$ cat config.mk
export PLATFORM = sky130hd
export DESIGN_NAME = buck_gate_seq
export DESIGN_NICKNAME = d
export VERILOG_FILES = /design/src/rtl/bgs_pkg.sv /design/src/rtl/bgs_sync.sv /design/src/rtl/bgs_decode.sv /design/src/rtl/bgs_fsm.sv /design/src/rtl/buck_gate_seq.sv
export SDC_FILE = /design/constraint.sdc
export NUM_CORES = 1
export LEC_CHECK = 0
export BUFFER_PORTS_ARGS = -buffer_cell sky130_fd_sc_hd__buf_2
export CORE_ASPECT_RATIO = 0.9
export CORE_MARGIN = 2
export CORE_UTILIZATION = 45
export DETAILED_ROUTE_END_ITERATION = 8
export PLACE_DENSITY = 0.68
export SLEW_MARGIN = 30
export SYNTH_ARGS = -nofsm -noshare
export SYNTH_HDL_FRONTEND = slang
export SYNTH_SLANG_ARGS = --single-unit
$ cat constraint.sdc
create_clock -name clk -period 4 [get_ports clk]
set_input_delay 0.2 -clock clk [delete_from_list [all_inputs] [get_ports clk]]
set_output_delay 0.2 -clock clk [all_outputs]
set_load 0.01 [all_outputs]
$ cat src/rtl/bgs_pkg.sv
package bgs_pkg;
  typedef enum logic [3:0] {
    ST_IDLE,
    ST_WAIT_LS_OFF,
    ST_HS_DLY,
    ST_HS_ON,
    ST_WAIT_HS_OFF,
    ST_LS_DLY,
    ST_LS_ON,
    ST_DE_BLANK,
    ST_DE_MON,
    ST_DE_DONE
  } seq_st_e;

  typedef enum logic [1:0] {
    TGT_HS,
    TGT_LS,
    TGT_DE
  } tgt_e;
endpackage

$ cat src/rtl/bgs_sync.sv
module bgs_sync #(
  parameter int WIDTH  = 1,
  parameter int STAGES = 2
) (
  input  logic             clk,
  input  logic             rst_n,
  input  logic [WIDTH-1:0] d,
  output logic [WIDTH-1:0] q
);
  logic [WIDTH-1:0] pipe [STAGES];

  always_ff @(posedge clk or negedge rst_n) begin
    if (!rst_n) begin
      for (int i = 0; i < STAGES; i++) pipe[i] <= '0;
    end else begin
      pipe[0] <= d;
      for (int i = 1; i < STAGES; i++) pipe[i] <= pipe[i-1];
    end
  end

  assign q = pipe[STAGES-1];
endmodule

$ cat src/rtl/bgs_decode.sv
module bgs_decode
  import bgs_pkg::*;
(
  input  logic clk,
  input  logic rst_n,
  input  logic pwm_hi,
  input  logic pwm_mid,
  input  logic pwm_lo,
  input  logic en_hi,
  input  logic en_mid,
  input  logic en_lo,
  input  logic supply_ok,
  output tgt_e tgt,
  output logic run_ok
);
  always_comb begin
    if (pwm_hi)      tgt = TGT_HS;
    else if (pwm_lo) tgt = TGT_LS;
    else             tgt = TGT_DE;
  end

  assign run_ok = supply_ok & en_hi & ~en_mid & ~en_lo;

  pwm_onehot_chk: assert property (@(posedge clk) disable iff (!rst_n)
    $onehot({pwm_hi, pwm_mid, pwm_lo}));

  en_onehot_chk: assert property (@(posedge clk) disable iff (!rst_n)
    $onehot({en_hi, en_mid, en_lo}));
endmodule

$ cat src/rtl/bgs_fsm.sv
module bgs_fsm
  import bgs_pkg::*;
#(
  parameter int TURN_ON_CYC = 3,
  parameter int TIMEOUT_CYC = 20,
  parameter int BLANK_CYC   = 70
) (
  input  logic clk,
  input  logic rst_n,
  input  tgt_e tgt,
  input  logic run_ok,
  input  logic hs_low_s,
  input  logic ls_low_s,
  input  logic zc_s,
  output logic hs_drive,
  output logic ls_drive,
  output logic fault_timeout
);
  localparam int MAX_AB = (TURN_ON_CYC > TIMEOUT_CYC) ? TURN_ON_CYC : TIMEOUT_CYC;
  localparam int MAX_C  = (MAX_AB > BLANK_CYC) ? MAX_AB : BLANK_CYC;
  localparam int CW     = $clog2(MAX_C + 1);
  localparam logic [CW-1:0] TON_LAST = CW'(TURN_ON_CYC - 1);
  localparam logic [CW-1:0] TMO_LAST = CW'(TIMEOUT_CYC - 1);
  localparam logic [CW-1:0] BLK_LAST = CW'(BLANK_CYC - 1);

  seq_st_e       st, st_nxt;
  logic [CW-1:0] cnt, cnt_nxt;
  logic          fault_q, fault_set;

  always_comb begin
    st_nxt    = st;
    cnt_nxt   = cnt;
    fault_set = 1'b0;
    if (!run_ok) begin
      st_nxt  = ST_IDLE;
      cnt_nxt = '0;
    end else if (tgt == TGT_HS) begin
      unique case (st)
        ST_HS_ON: ;
        ST_HS_DLY: begin
          if (cnt == TON_LAST) begin st_nxt = ST_HS_ON; cnt_nxt = '0; end
          else cnt_nxt = cnt + 1'b1;
        end
        ST_WAIT_LS_OFF: begin
          if (ls_low_s) begin
            st_nxt = ST_HS_DLY; cnt_nxt = '0;
          end else if (cnt == TMO_LAST) begin
            st_nxt = ST_HS_DLY; cnt_nxt = '0; fault_set = 1'b1;
          end else cnt_nxt = cnt + 1'b1;
        end
        default: begin st_nxt = ST_WAIT_LS_OFF; cnt_nxt = '0; end
      endcase
    end else begin
      unique case (st)
        ST_LS_ON: begin
          if (tgt == TGT_DE) begin st_nxt = ST_DE_BLANK; cnt_nxt = '0; end
        end
        ST_DE_BLANK: begin
          if (tgt == TGT_LS) begin
            st_nxt = ST_LS_ON; cnt_nxt = '0;
          end else if (cnt == BLK_LAST) begin
            st_nxt = ST_DE_MON; cnt_nxt = '0;
          end else cnt_nxt = cnt + 1'b1;
        end
        ST_DE_MON: begin
          if (tgt == TGT_LS) st_nxt = ST_LS_ON;
          else if (zc_s)     st_nxt = ST_DE_DONE;
        end
        ST_DE_DONE: begin
          if (tgt == TGT_LS) begin st_nxt = ST_WAIT_HS_OFF; cnt_nxt = '0; end
        end
        ST_LS_DLY: begin
          if (cnt == TON_LAST) begin
            st_nxt  = (tgt == TGT_DE) ? ST_DE_BLANK : ST_LS_ON;
            cnt_nxt = '0;
          end else cnt_nxt = cnt + 1'b1;
        end
        ST_WAIT_HS_OFF: begin
          if (hs_low_s) begin
            st_nxt = ST_LS_DLY; cnt_nxt = '0;
          end else if (cnt == TMO_LAST) begin
            st_nxt = ST_LS_DLY; cnt_nxt = '0; fault_set = 1'b1;
          end else cnt_nxt = cnt + 1'b1;
        end
        default: begin st_nxt = ST_WAIT_HS_OFF; cnt_nxt = '0; end
      endcase
    end
  end

  always_ff @(posedge clk or negedge rst_n) begin
    if (!rst_n) begin
      st      <= ST_IDLE;
      cnt     <= '0;
      fault_q <= 1'b0;
    end else begin
      st      <= st_nxt;
      cnt     <= cnt_nxt;
      fault_q <= fault_q | fault_set;
    end
  end

  assign hs_drive      = (st == ST_HS_ON);
  assign ls_drive      = (st == ST_LS_ON) || (st == ST_DE_BLANK) || (st == ST_DE_MON);
  assign fault_timeout = fault_q;


  no_overlap_chk: assert property (@(posedge clk) disable iff (!rst_n)
    !(hs_drive && ls_drive));


  supply_off_chk: assert property (@(posedge clk) disable iff (!rst_n)
    !run_ok |=> (!hs_drive && !ls_drive));


  hs_after_ls_off_chk: assert property (@(posedge clk) disable iff (!rst_n)
    $rose(hs_drive) |-> $past(!ls_drive));


  ls_after_hs_off_chk: assert property (@(posedge clk) disable iff (!rst_n)
    $rose(ls_drive) |-> $past(!hs_drive));


  blank_hold_chk: assert property (@(posedge clk) disable iff (!rst_n)
    (st == ST_DE_BLANK && run_ok && tgt == TGT_DE) |=> ls_drive);


  fault_sticky_chk: assert property (@(posedge clk) disable iff (!rst_n)
    fault_timeout |=> fault_timeout);
endmodule

$ cat src/rtl/buck_gate_seq.sv
module buck_gate_seq
  import bgs_pkg::*;
#(
  parameter int TURN_ON_CYC = 3,
  parameter int TIMEOUT_CYC = 20,
  parameter int BLANK_CYC   = 70,
  parameter int SYNC_STAGES = 2
) (
  input  logic clk,
  input  logic rst_n,
  input  logic pwm_hi,
  input  logic pwm_mid,
  input  logic pwm_lo,
  input  logic en_hi,
  input  logic en_mid,
  input  logic en_lo,
  input  logic supply_ok,
  input  logic hs_gate_low,
  input  logic ls_gate_low,
  input  logic zero_cross,
  output logic hs_drive,
  output logic ls_drive,
  output logic fault_timeout
);
  localparam int NFLAG = 3;

  logic [NFLAG-1:0] flags_async, flags_s;
  tgt_e             tgt;
  logic             run_ok;

  assign flags_async = {zero_cross, ls_gate_low, hs_gate_low};

  bgs_sync #(.WIDTH(NFLAG), .STAGES(SYNC_STAGES)) u_sync (
    .clk   (clk),
    .rst_n (rst_n),
    .d     (flags_async),
    .q     (flags_s)
  );

  bgs_decode u_dec (
    .clk       (clk),
    .rst_n     (rst_n),
    .pwm_hi    (pwm_hi),
    .pwm_mid   (pwm_mid),
    .pwm_lo    (pwm_lo),
    .en_hi     (en_hi),
    .en_mid    (en_mid),
    .en_lo     (en_lo),
    .supply_ok (supply_ok),
    .tgt       (tgt),
    .run_ok    (run_ok)
  );

  bgs_fsm #(
    .TURN_ON_CYC (TURN_ON_CYC),
    .TIMEOUT_CYC (TIMEOUT_CYC),
    .BLANK_CYC   (BLANK_CYC)
  ) u_fsm (
    .clk           (clk),
    .rst_n         (rst_n),
    .tgt           (tgt),
    .run_ok        (run_ok),
    .hs_low_s      (flags_s[0]),
    .ls_low_s      (flags_s[1]),
    .zc_s          (flags_s[2]),
    .hs_drive      (hs_drive),
    .ls_drive      (ls_drive),
    .fault_timeout (fault_timeout)
  );
endmodule

==> out/qor.yml <==
status: "finished, final reports clean"
drive_above_1_share_pct: 19.6
cp-end-kind: "flop"
routedWlPerCell_um: 14.2
fin_tns_setup_ps: 0
worst-r2r-setup-slack_ps: 1740
worst_skew_pair.late_latency_ps: 300
maxSlewViolCount: 0
min-delay-start: "zero_cross"
grt_pass1_vias: 1001
synth-seq-cells: 18
die_area_um2: 3260
dp_hpwl_um: 1910
power_mw: 0.326
dp_cells: 182
reg2reg_depth: 5
fillers: 258
cap_violations: 0
cp_cell_sequence: "nand2b_1 > a311oi_1 > or4_1 > nand3_1 > o31ai_1"
crit_fanout: 16
tritoncts: "done"
slew_headroom_pct: 66.1
setup_violations: 0
final_common_cell: "dfrtp_1"
synth_edf_count: 0
synth_flop_cell: "dfrtp_1"
critPathTopFamily: "simple AND/OR/NAND/NOR gates"
cts_root_buf: "clkbuf_4"
vias_per_cell: 6.00
min_path_type: "in2reg"
die_h_um: 54.4
yosysSeqAreaShare_pct: 35.5
die_width_um: 60.0
rsz0062_at_grt: "false"
pwr-share-clk_pct: 34.7
vias: 1128
crit_arrival_ps: 2470
fmax_mhz: 443
ios: 15
postCtsResizedCells: 0
clk_pin_slew_ps: 110
fp-row-count: 18
critical_path_class: "reg2reg"
wirelength_um: 2680
grt_max_degree: 19
synth_area_um2: 1270
leakagePower_nw: 0.554
ir_drop_v: 0.000173
critPathSlowestCell: "dfrtp_1"
hold_viol_final: 0
internal_power_mw: 0.251
post-route-min-period_ps: 2260
cts_sinks: 18
seqPwrFrac_pct: 57.5
crit_buf_inv: 0
final_cells: 188
synth_warnings: 0
coreArea_um2: 2730
port_buffers: 13
worst_setup_path_start_kind: "flop"
drcViolationCount: 0
nets: 164
post-route-util_pct: 51.0
syn-mean-instance-area_um2: 9.19
htreeDepth: 1
syn_nets: 153
fin_crit_sh_pct: 56.5
antenna_found_initial: 0
antenna_cells: 0
power.switching_mw: 0.0752
dr.pass1.iters: 4
syn_to_final_growth_pct: 9.47
place_area_um2: 1330
cellPowerDensity_nw_per_um2: 235
clock_path_buffers: 2
overflow: 0
fin_skew_ps: 8.26
postSynthCellCount: 138
grt_first_pass_wirelength_um: 4590
ant_nets: 0
whs_endpoint: "u_sync.pipe[5]"
hold_buffers: 1
stdcell_area_um2: 1390
async_reset_ff_share_pct: 100
synthDistinctLibCells: 57
r2r_end: "u_fsm.cnt[5]"
pwr-share-comb_pct: 7.8
gp_congestion: 0.847
initial_core_util_pct: 46.6
drt-initial-drc-count: 37
reg2reg_from: "u_fsm.st[2]"
sw_frac_of_total_pct: 23.1
final_cell_mix: "dfrtp_1, buf_2, nand2_1"
critPathMaxStageDelay_ps: 650
postCtsSetupRepairBufs: 0
numCtsBuffers: 3
grt_usage_pct: 18.9
worstMarginPinSlew_ps: 506
cp.required_ps: 4210
hold_depth: 1
==> sequential cells by signal, indices dropped and copies added (netlist names) <==
| signal | count |
|---|---|
| u_fsm.cnt | 7 |
| u_fsm.fault_timeout | 1 |
| u_fsm.st | 4 |
| u_sync.pipe | 3 |
| u_sync.q | 3 |
==> worst max-delay path by stage <==
stage | from | endpoint | slack (ps) | cells after the start
after CTS | u_fsm.st[2] | u_fsm.cnt[5] | 1790 | 5
after floorplan | u_fsm.cnt[1] | u_fsm.cnt[2] | 1970 | 8
after global routing | u_fsm.st[2] | u_fsm.cnt[5] | 1460 | 5
final | u_fsm.st[2] | u_fsm.cnt[5] | 1740 | 5
after detailed placement | u_fsm.cnt[1] | u_fsm.cnt[2] | 1820 | 7
after global placement | u_fsm.cnt[1] | u_fsm.cnt[2] | 1850 | 7
==> layer usage <==
metal  track usage (%)  share of wire, %
met1              24.5                49
met4              6.67               1.4
met5                 0                 0
met3              2.84               4.7
met2              32.2                45
==> kinds of logic after synthesis <==
family,synth area share (%)
AOI/OAI and AO/OA,20.5
xor gates and xnor gates,1.38
adders and majority gates,2.96
buffers and inverters,5.23
DFF,35.5
muxes,2.37
and+or+nand+nor,32.1
==> cell usage after synthesis, drive strengths merged (2+ instances only) <==
library cell / n / share of area [%]
ha: 3 / 3.0
nor4b: 2 / 1.4
o21a: 2 / 1.3
nand3: 5 / 2.0
buf: 4 / 1.6
nor4bb: 2 / 1.6
nor2: 8 / 2.4
a32oi: 2 / 1.4
and2: 2 / 0.99
xor2: 2 / 1.4
inv: 4 / 1.2
nand4: 2 / 0.99
nand2b: 5 / 2.7
o21bai: 2 / 1.2
and4b: 2 / 1.6
mux2i: 3 / 2.4
dfrtp: 18 / 36
and3: 6 / 3.5
o31ai: 3 / 1.8
a211oi: 2 / 1.6
o21ai: 5 / 2.0
a21oi: 4 / 1.9
or4b: 2 / 1.6
nor3: 5 / 2.4
nor4: 2 / 0.99
or3: 3 / 1.6
a211o: 2 / 1.5
clkbuf: 5 / 2.5
o211ai: 3 / 1.8
nand4b: 2 / 1.4
nand2: 11 / 3.3
==> power by group through the flow <==
stage	clock, mW	combinational, mW	sequential, mW
6_report	0.113	0.0254	0.187
5_1_grt	0.124	0.0283	0.188
4_1_cts	0.117	0.0249	0.187
3_5_place_dp	0	0.0240	0.191
3_3_place_gp	0	0.0237	0.191
2_1_floorplan	0	0.0155	0.190
==> area by class of cell <==
cell class              count  area (um^2)  area share (%)
clock buffers               4         36.3            2.61
inverters                   4         15.0            1.08
multi-input cells         107          752            54.1
flip-flops and latches     18          450            32.4
repair buffers             15         85.1            6.13
well taps                  40         50.0            3.60
==> through the flow <==
step                      setup slack, ps  hold WS, ps
after floorplan                      1970        -95.6
after global placement               1850          144
after detailed placement             1820          148
after CTS                            1790         6.97
after global routing                 1460        0.203
final                                1740         11.4
==> worst reg2reg max path: cells and delay by family (launching register included) <==
family / cells / cell delay [ps]
simple gates: 3 / 790
flops: 1 / 650
compound gates: 2 / 750
Power figures use the tool's default switching activity.
